**src/rtl/sgw_pkg.sv**
```systemverilog
package sgw_pkg;

   typedef enum logic [2:0] {
      ST_IDLE,
      ST_REQ_LEN,
      ST_WAIT_LEN,
      ST_REQ_PTR,
      ST_WAIT_PTR,
      ST_EMIT,
      ST_FIN_OK,
      ST_FIN_ERR
   } walk_st_e;

endpackage

```
**src/rtl/sgw_entry_ctr.sv**
```systemverilog
module sgw_entry_ctr #(
   parameter int AW          = 32,
   parameter int MAX_ENTRIES = 256,
   parameter int DESC_BYTES  = 8
) (
   input  logic          clk,
   input  logic          rst_n,
   input  logic          load,
   input  logic [AW-1:0] base,
   input  logic          advance,
   output logic [AW-1:0] desc_addr,
   output logic          at_limit
);

   localparam int IDX_W = (MAX_ENTRIES > 1) ? $clog2(MAX_ENTRIES) : 1;
   localparam bit POW2  = (MAX_ENTRIES > 1) && ((MAX_ENTRIES & (MAX_ENTRIES - 1)) == 0);

   logic [IDX_W-1:0] idx_q;
   logic [AW-1:0]    addr_q;

   always_ff @(posedge clk or negedge rst_n) begin
      if (!rst_n) begin
         idx_q  <= '0;
         addr_q <= '0;
      end else if (load) begin
         idx_q  <= '0;
         addr_q <= base;
      end else if (advance) begin
         idx_q  <= idx_q + 1'b1;
         addr_q <= addr_q + AW'(DESC_BYTES);
      end
   end

   assign desc_addr = addr_q;

   generate
      if (MAX_ENTRIES == 1) begin : g_single
         assign at_limit = 1'b1;
      end else if (POW2) begin : g_pow2
         assign at_limit = &idx_q;
      end else begin : g_cmp
         assign at_limit = (idx_q == IDX_W'(MAX_ENTRIES - 1));
      end
   endgenerate

endmodule

```
**src/rtl/sgw_seg_hold.sv**
```systemverilog
module sgw_seg_hold #(
   parameter int AW    = 32,
   parameter int LEN_W = 28
) (
   input  logic             clk,
   input  logic             rst_n,
   input  logic             load,
   input  logic [AW-1:0]    ld_addr,
   input  logic [LEN_W-1:0] ld_len,
   input  logic             ld_last,
   input  logic             ready,
   output logic             valid,
   output logic [AW-1:0]    addr,
   output logic [LEN_W-1:0] len,
   output logic             last,
   output logic             accept
);

   logic             valid_q;
   logic [AW-1:0]    addr_q;
   logic [LEN_W-1:0] len_q;
   logic             last_q;

   assign accept = valid_q & ready;

   always_ff @(posedge clk or negedge rst_n) begin
      if (!rst_n) begin
         valid_q <= 1'b0;
         addr_q  <= '0;
         len_q   <= '0;
         last_q  <= 1'b0;
      end else begin
         if (load) begin
            valid_q <= 1'b1;
            addr_q  <= ld_addr;
            len_q   <= ld_len;
            last_q  <= ld_last;
         end else if (accept) begin
            valid_q <= 1'b0;
         end
      end
   end

   assign valid = valid_q;
   assign addr  = addr_q;
   assign len   = len_q;
   assign last  = last_q;

endmodule

```
**src/rtl/sgw_walk_fsm.sv**
```systemverilog
module sgw_walk_fsm
   import sgw_pkg::*;
#(
   parameter int AW        = 32,
   parameter int DW        = 32,
   parameter int LEN_W     = 28,
   parameter int ADDR_KEEP = 31,
   parameter int END_BIT   = 31
) (
   input  logic                 clk,
   input  logic                 rst_n,
   input  logic                 start,
   input  logic                 sg_enable,
   input  logic [ADDR_KEEP-1:0] src_addr,
   input  logic [LEN_W-1:0]     src_len,
   input  logic [AW-1:0]        desc_addr,
   input  logic                 at_limit,
   output logic                 mem_req_valid,
   output logic [AW-1:0]        mem_req_addr,
   input  logic                 mem_req_ready,
   input  logic                 mem_rsp_valid,
   input  logic [DW-1:0]        mem_rsp_data,
   input  logic                 seg_accept,
   input  logic                 seg_last_q,
   output logic                 ctr_load,
   output logic                 ctr_adv,
   output logic                 seg_load,
   output logic [AW-1:0]        ld_addr,
   output logic [LEN_W-1:0]     ld_len,
   output logic                 ld_last,
   output logic                 done,
   output logic                 error
);

   localparam int WORD_BYTES = DW / 8;

   walk_st_e         st_q, st_d;
   logic [LEN_W-1:0] len_q;
   logic             end_q;

   always_ff @(posedge clk or negedge rst_n) begin
      if (!rst_n) begin
         st_q  <= ST_IDLE;
         len_q <= '0;
         end_q <= 1'b0;
      end else begin
         st_q <= st_d;
         if (st_q == ST_WAIT_LEN && mem_rsp_valid) begin
            len_q <= mem_rsp_data[LEN_W-1:0];
            end_q <= mem_rsp_data[END_BIT];
         end
      end
   end

   always_comb begin
      st_d          = st_q;
      mem_req_valid = 1'b0;
      mem_req_addr  = '0;
      ctr_load      = 1'b0;
      ctr_adv       = 1'b0;
      seg_load      = 1'b0;
      ld_addr       = '0;
      ld_len        = '0;
      ld_last       = 1'b0;
      case (st_q)
         ST_IDLE: begin
            if (start) begin
               ctr_load = 1'b1;
               if (sg_enable) begin
                  st_d = ST_REQ_LEN;
               end else begin
                  seg_load = 1'b1;
                  ld_addr  = AW'(src_addr);
                  ld_len   = src_len;
                  ld_last  = 1'b1;
                  st_d     = ST_EMIT;
               end
            end
         end
         ST_REQ_LEN: begin
            mem_req_valid = 1'b1;
            mem_req_addr  = desc_addr;
            if (mem_req_ready) st_d = ST_WAIT_LEN;
         end
         ST_WAIT_LEN: begin
            if (mem_rsp_valid) st_d = ST_REQ_PTR;
         end
         ST_REQ_PTR: begin
            mem_req_valid = 1'b1;
            mem_req_addr  = desc_addr + AW'(WORD_BYTES);
            if (mem_req_ready) st_d = ST_WAIT_PTR;
         end
         ST_WAIT_PTR: begin
            if (mem_rsp_valid) begin
               seg_load = 1'b1;
               ld_addr  = AW'(mem_rsp_data[ADDR_KEEP-1:0]);
               ld_len   = len_q;
               ld_last  = end_q;
               st_d     = ST_EMIT;
            end
         end
         ST_EMIT: begin
            if (seg_accept) begin
               if (seg_last_q) begin
                  st_d = ST_FIN_OK;
               end else if (at_limit) begin
                  st_d = ST_FIN_ERR;
               end else begin
                  ctr_adv = 1'b1;
                  st_d    = ST_REQ_LEN;
               end
            end
         end
         ST_FIN_OK:  st_d = ST_IDLE;
         ST_FIN_ERR: st_d = ST_IDLE;
         default:    st_d = ST_IDLE;
      endcase
   end

   assign done  = (st_q == ST_FIN_OK);
   assign error = (st_q == ST_FIN_ERR);

endmodule

```
**src/rtl/sg_desc_walker.sv**
```systemverilog
module sg_desc_walker #(
   parameter int AW          = 32,
   parameter int DW          = 32,
   parameter int LEN_W       = 28,
   parameter int ADDR_KEEP   = 31,
   parameter int END_BIT     = 31,
   parameter int MAX_ENTRIES = 256,
   parameter int DESC_BYTES  = 8
) (
   input  logic                 clk,
   input  logic                 rst_n,
   input  logic                 start,
   input  logic                 sg_enable,
   input  logic [AW-1:0]        list_base,
   input  logic [ADDR_KEEP-1:0] src_addr,
   input  logic [LEN_W-1:0]     src_len,
   output logic                 mem_req_valid,
   input  logic                 mem_req_ready,
   output logic [AW-1:0]        mem_req_addr,
   input  logic                 mem_rsp_valid,
   input  logic [DW-1:0]        mem_rsp_data,
   output logic                 seg_valid,
   input  logic                 seg_ready,
   output logic [AW-1:0]        seg_addr,
   output logic [LEN_W-1:0]     seg_len,
   output logic                 seg_last,
   output logic                 done,
   output logic                 error
);

   generate
      if (END_BIT >= DW || LEN_W > END_BIT) begin : g_bad_len
         $error("sg_desc_walker: length field must sit below the end flag inside one word");
      end
      if (ADDR_KEEP > AW || ADDR_KEEP > DW) begin : g_bad_addr
         $error("sg_desc_walker: kept address bits exceed bus width");
      end
      if (DESC_BYTES < 2 * (DW / 8) || DW % 8 != 0) begin : g_bad_desc
         $error("sg_desc_walker: descriptor must hold two whole words");
      end
      if (MAX_ENTRIES < 1) begin : g_bad_max
         $error("sg_desc_walker: entry limit must be positive");
      end
   endgenerate

   logic          ctr_load, ctr_adv, at_limit;
   logic [AW-1:0] desc_addr;
   logic          seg_load, ld_last, seg_accept;
   logic [AW-1:0] ld_addr;
   logic [LEN_W-1:0] ld_len;

   sgw_entry_ctr #(
      .AW(AW), .MAX_ENTRIES(MAX_ENTRIES), .DESC_BYTES(DESC_BYTES)
   ) u_ctr (
      .clk(clk), .rst_n(rst_n), .load(ctr_load), .base(list_base),
      .advance(ctr_adv), .desc_addr(desc_addr), .at_limit(at_limit)
   );

   sgw_walk_fsm #(
      .AW(AW), .DW(DW), .LEN_W(LEN_W), .ADDR_KEEP(ADDR_KEEP), .END_BIT(END_BIT)
   ) u_fsm (
      .clk(clk), .rst_n(rst_n), .start(start), .sg_enable(sg_enable),
      .src_addr(src_addr), .src_len(src_len),
      .desc_addr(desc_addr), .at_limit(at_limit),
      .mem_req_valid(mem_req_valid), .mem_req_addr(mem_req_addr),
      .mem_req_ready(mem_req_ready), .mem_rsp_valid(mem_rsp_valid),
      .mem_rsp_data(mem_rsp_data), .seg_accept(seg_accept), .seg_last_q(seg_last),
      .ctr_load(ctr_load), .ctr_adv(ctr_adv), .seg_load(seg_load),
      .ld_addr(ld_addr), .ld_len(ld_len), .ld_last(ld_last),
      .done(done), .error(error)
   );

   sgw_seg_hold #(
      .AW(AW), .LEN_W(LEN_W)
   ) u_seg (
      .clk(clk), .rst_n(rst_n), .load(seg_load), .ld_addr(ld_addr),
      .ld_len(ld_len), .ld_last(ld_last), .ready(seg_ready),
      .valid(seg_valid), .addr(seg_addr), .len(seg_len), .last(seg_last),
      .accept(seg_accept)
   );

endmodule

```
**config.mk**
```make
export PLATFORM = sky130hd
export DESIGN_NAME = sg_desc_walker
export DESIGN_NICKNAME = d
export VERILOG_FILES = /design/src/rtl/sgw_pkg.sv /design/src/rtl/sgw_entry_ctr.sv /design/src/rtl/sgw_seg_hold.sv /design/src/rtl/sgw_walk_fsm.sv /design/src/rtl/sg_desc_walker.sv
export SDC_FILE = /design/constraint.sdc
export NUM_CORES = 1
export LEC_CHECK = 0
export BUFFER_PORTS_ARGS = -buffer_cell sky130_fd_sc_hd__buf_4
export CORE_ASPECT_RATIO = 0.7
export CORE_MARGIN = 8
export CORE_UTILIZATION = 30
export DETAILED_ROUTE_END_ITERATION = 8
export GPL_TIMING_DRIVEN = 0
export SYNTH_ARGS = -nofsm -noshare
export SYNTH_HDL_FRONTEND = slang
export SYNTH_SLANG_ARGS = --single-unit
```
**constraint.sdc**
```tcl
create_clock -name clk -period 1.7 [get_ports clk]
set_input_delay 0.17 -clock clk [delete_from_list [all_inputs] [get_ports clk]]
set_output_delay 0.17 -clock clk [all_outputs]
set_load 0.05 [all_outputs]
```
==> metrics.txt <==
Critical Path Fanout Max=4; CP max stage delay=430 ps; Slew @ Worst Pin=783 ps; Vias/cell=5.05; GR Overflow Total=0; WL/cell=21.1 um; CP Capture Type=output pin; routed vias=7957; Synth Warn #=0; first-pass GRT wire length=47.2 mm; met1 GRT Util=29.6%; sequential-to-total area share from yosys stat=48.6%; share of cells above drive strength 1=60.7%; final-layout fill cell count=1673; Synth Instances=731; FF/Latch Area=0.00335 mm^2; commonest non-fill, non-tap cell in the layout=buf_4; setup slack after layout=-719 ps; Worst Hold Slack=19.5 ps; synthesis-to-layout area growth=115%; TritonCTS buffer count=17; most frequent cells in the layout=buf_4, dlygate4sd3_1, nand2_1; maxcap violations=0; Die ar.=0.0280 mm^2; vias in the first global route=8117; Critical Path AT=2250 ps; Worst IR Drop VDD=1.12 mV; Initial Utilization=30.4%; count of TritonRoute iterations in the first routing pass=5; Reg clk slew, reported paths=70 ps; syn nets=864; footprint of the multi-input gates=0.00491 mm^2; Slew Viols, Final=0; library cells used by synthesis=53; core footprint=0.0226 mm^2; GRT Util Overall=21.9%; Tcrit/Tclk final=142%; Worst Setup Start Kind=flop; post-route ant nets=0; slowest CP cell=dfrtp_2; setup TNS=-41760 ps; EDFF count, synth=0; Chip Height=142 um; placed cell area=0.00948 mm^2; flops & latches, synth=133; Detailed Route WL=33.2 mm; cell mode on critical path=nand4_1; Hold WC Path Type=input pin to flop; Pwr Density=1660 mW/mm^2; clock root cell=clkbuf_16; Pleak=6.74 nW; RSZ-0062 raised after global routing=yes; largest net degree at the start of global routing=73; outcome=complete, but fails checks; Worst Setup Path Type=flop to output pin; busiest grt layer=met2; post-route cell area=0.0148 mm^2; Post-Syn Area per Cell=9.38 um^2; met2 usage=32.5%; nets=1382; Final Hold Vio Count=0; maximum root-to-sink buffer count=2; initial DRC count=505; CTS tree=built; dpl hpwl=18.9 mm; FFs w/ async S/R, synth=100%; failing checks=setup timing; routability cong.=0.852; fmax=0.413 GHz; clock latency on the worst-skew pair=440 ps; required time worst endpoint=1530 ps; chip width=197 um; CP Cell Sequence=ha_4, nand4_1, nor4_4, nand4_1, xor2_2, nor2_4, buf_8; Worst Skew=9.58 ps; worst slack at placement=-554 ps; H-tree depth=4; Final min period=2420 ps; DRC violations left=0; # IOs=227; Setup Viol. Count Final=161; dominant synthesized flop cell=dfrtp_1; Yosys top cell area share=48.6%; ranking of synthesized cells by area=dfrtp_1, nand2_1, a22oi_1; M3 GR Usage=7.87%; TritonCTS Sinks=133; post-synth top area cell=dfrtp_1; port bufs=225; Slew HR=47.3%; initial antenna violation count=1; Rows=46; Post-Syn Area=0.00685 mm^2
-- cells in the mapped netlist (4+ instances only) --
cell type  count
dfrtp_1      133
o21ai_0       18
nor2_1        52
o21ai_1       13
buf_2         26
mux2_2        30
xor2_1        31
and2_1         7
and3_1         5
nand4_1       24
a22oi_1       59
nor3_1        15
clkbuf_1      17
or3_1          5
nand3_1       15
nand2_1      183
a21oi_1       11
xnor2_1       17
and4_1         5
nor4_1         6
o211ai_1       4
inv_1          7
-- kinds of logic (layout without fill, tap and decap cells) --
family / count (synthesis) / count (layout) / share of synthesized area [%]
AOI/OAI and AO/OA: 122 / 123 / 12.3
xor gates and xnor gates: 48 / 48 / 6.13
adders and majority gates: 3 / 3 / 0.548
buffers and inverters: 57 / 585 / 3.98
DFF: 133 / 133 / 48.6
muxes: 32 / 32 / 5.22
other: 1 / 2 / 0.0547
and+or+nand+nor: 335 / 337 / 23.2
-- metal layers --
metal | vias to the layer above | share of wire (%)
met1 | 3933 | 43
met4 | 0 | 1.9
met3 | 58 | 9.0
li1 | 3613 | -
met2 | 353 | 46
met5 | - | 0
-- flip-flops by register name (all words and copies together), names as in the netlist --
name / cells
u_seg.valid: 1
u_fsm.len_q: 28
u_ctr.idx_q: 8
u_seg.len: 28
u_fsm.end_q: 1
u_fsm.st_q: 3
u_seg.last: 1
u_ctr.desc_addr: 32
u_seg.addr: 31
-- through the flow --
stage | utilization (%) | std cells | power [W]
4_1_cts | 60.4 | 1535 | 0.0229
2_1_floorplan | - | 731 | 0.0124
3_5_place_dp | 42.0 | 1269 | 0.0156
5_1_grt | 65.4 | 1575 | 0.0256
3_3_place_gp | 41.9 | 1268 | 0.0154
6_report | 65.4 | 1575 | 0.0245
-- layout make-up --
cell class,instances,area share [%]
Antenna cell,1,0.0170
Buffer,45,3.88
Clock buffer,18,2.98
Clock inverter,14,1.41
Inverter,8,0.280
Multi-Input combinational cell,544,33.3
Sequential cell,133,22.7
Tap cell,312,2.65
Timing Repair Buffer,500,32.8
-- worst max-delay path, delay by kind of cell (launching register included) --
kind | cells | cell delay [ps]
fa+ha+maj | 1 | 180
simple gates | 4 | 830
xor+xnor | 1 | 240
buf+inv | 1 | 150
flops | 1 | 430
-- what timing repair did --
action | in CTS | in global routing
gates cloned | 18 | 3
gates resized for setup | 321 | 215
setup buffers | 98 | 52
hold endpoints to repair | 179 | 0
hold buffers | 122 | 0
endpoints found under the setup margin | 167 | 167
pin swaps | 151 | 164
-- power breakdown --
group | internal, W | leakage [nW] | total (W) | switching (W)
clock network | 0.00263 | 0.315 | 0.00415 | 0.00152
registers | 0.00462 | 1.68 | 0.00592 | 0.00131
logic | 0.00612 | 4.74 | 0.0144 | 0.00831
total | 0.0134 | 6.74 | 0.0245 | 0.0111
-- worst paths after layout --
kind	start	to	slack [ps]	depth (start not counted)
max	u_ctr.desc_addr[3]$_DFFE_PN0P_	mem_req_addr[31]	-720	7
min reg2reg	u_seg.len[24]$_DFFE_PN0P_	u_seg.len[24]$_DFFE_PN0P_	480	2
min in group asynchronous	rst_n	u_ctr.desc_addr[10]$_DFFE_PN0P_	290	2
max in group asynchronous	rst_n	u_seg.len[8]$_DFFE_PN0P_	630	3
min	list_base[7]	u_ctr.desc_addr[7]$_DFFE_PN0P_	20	3
max reg2reg	u_fsm.st_q[1]$_DFFE_PN0P_	u_ctr.desc_addr[26]$_DFFE_PN0P_	-420	10
(Power assumes the default switching activity.)
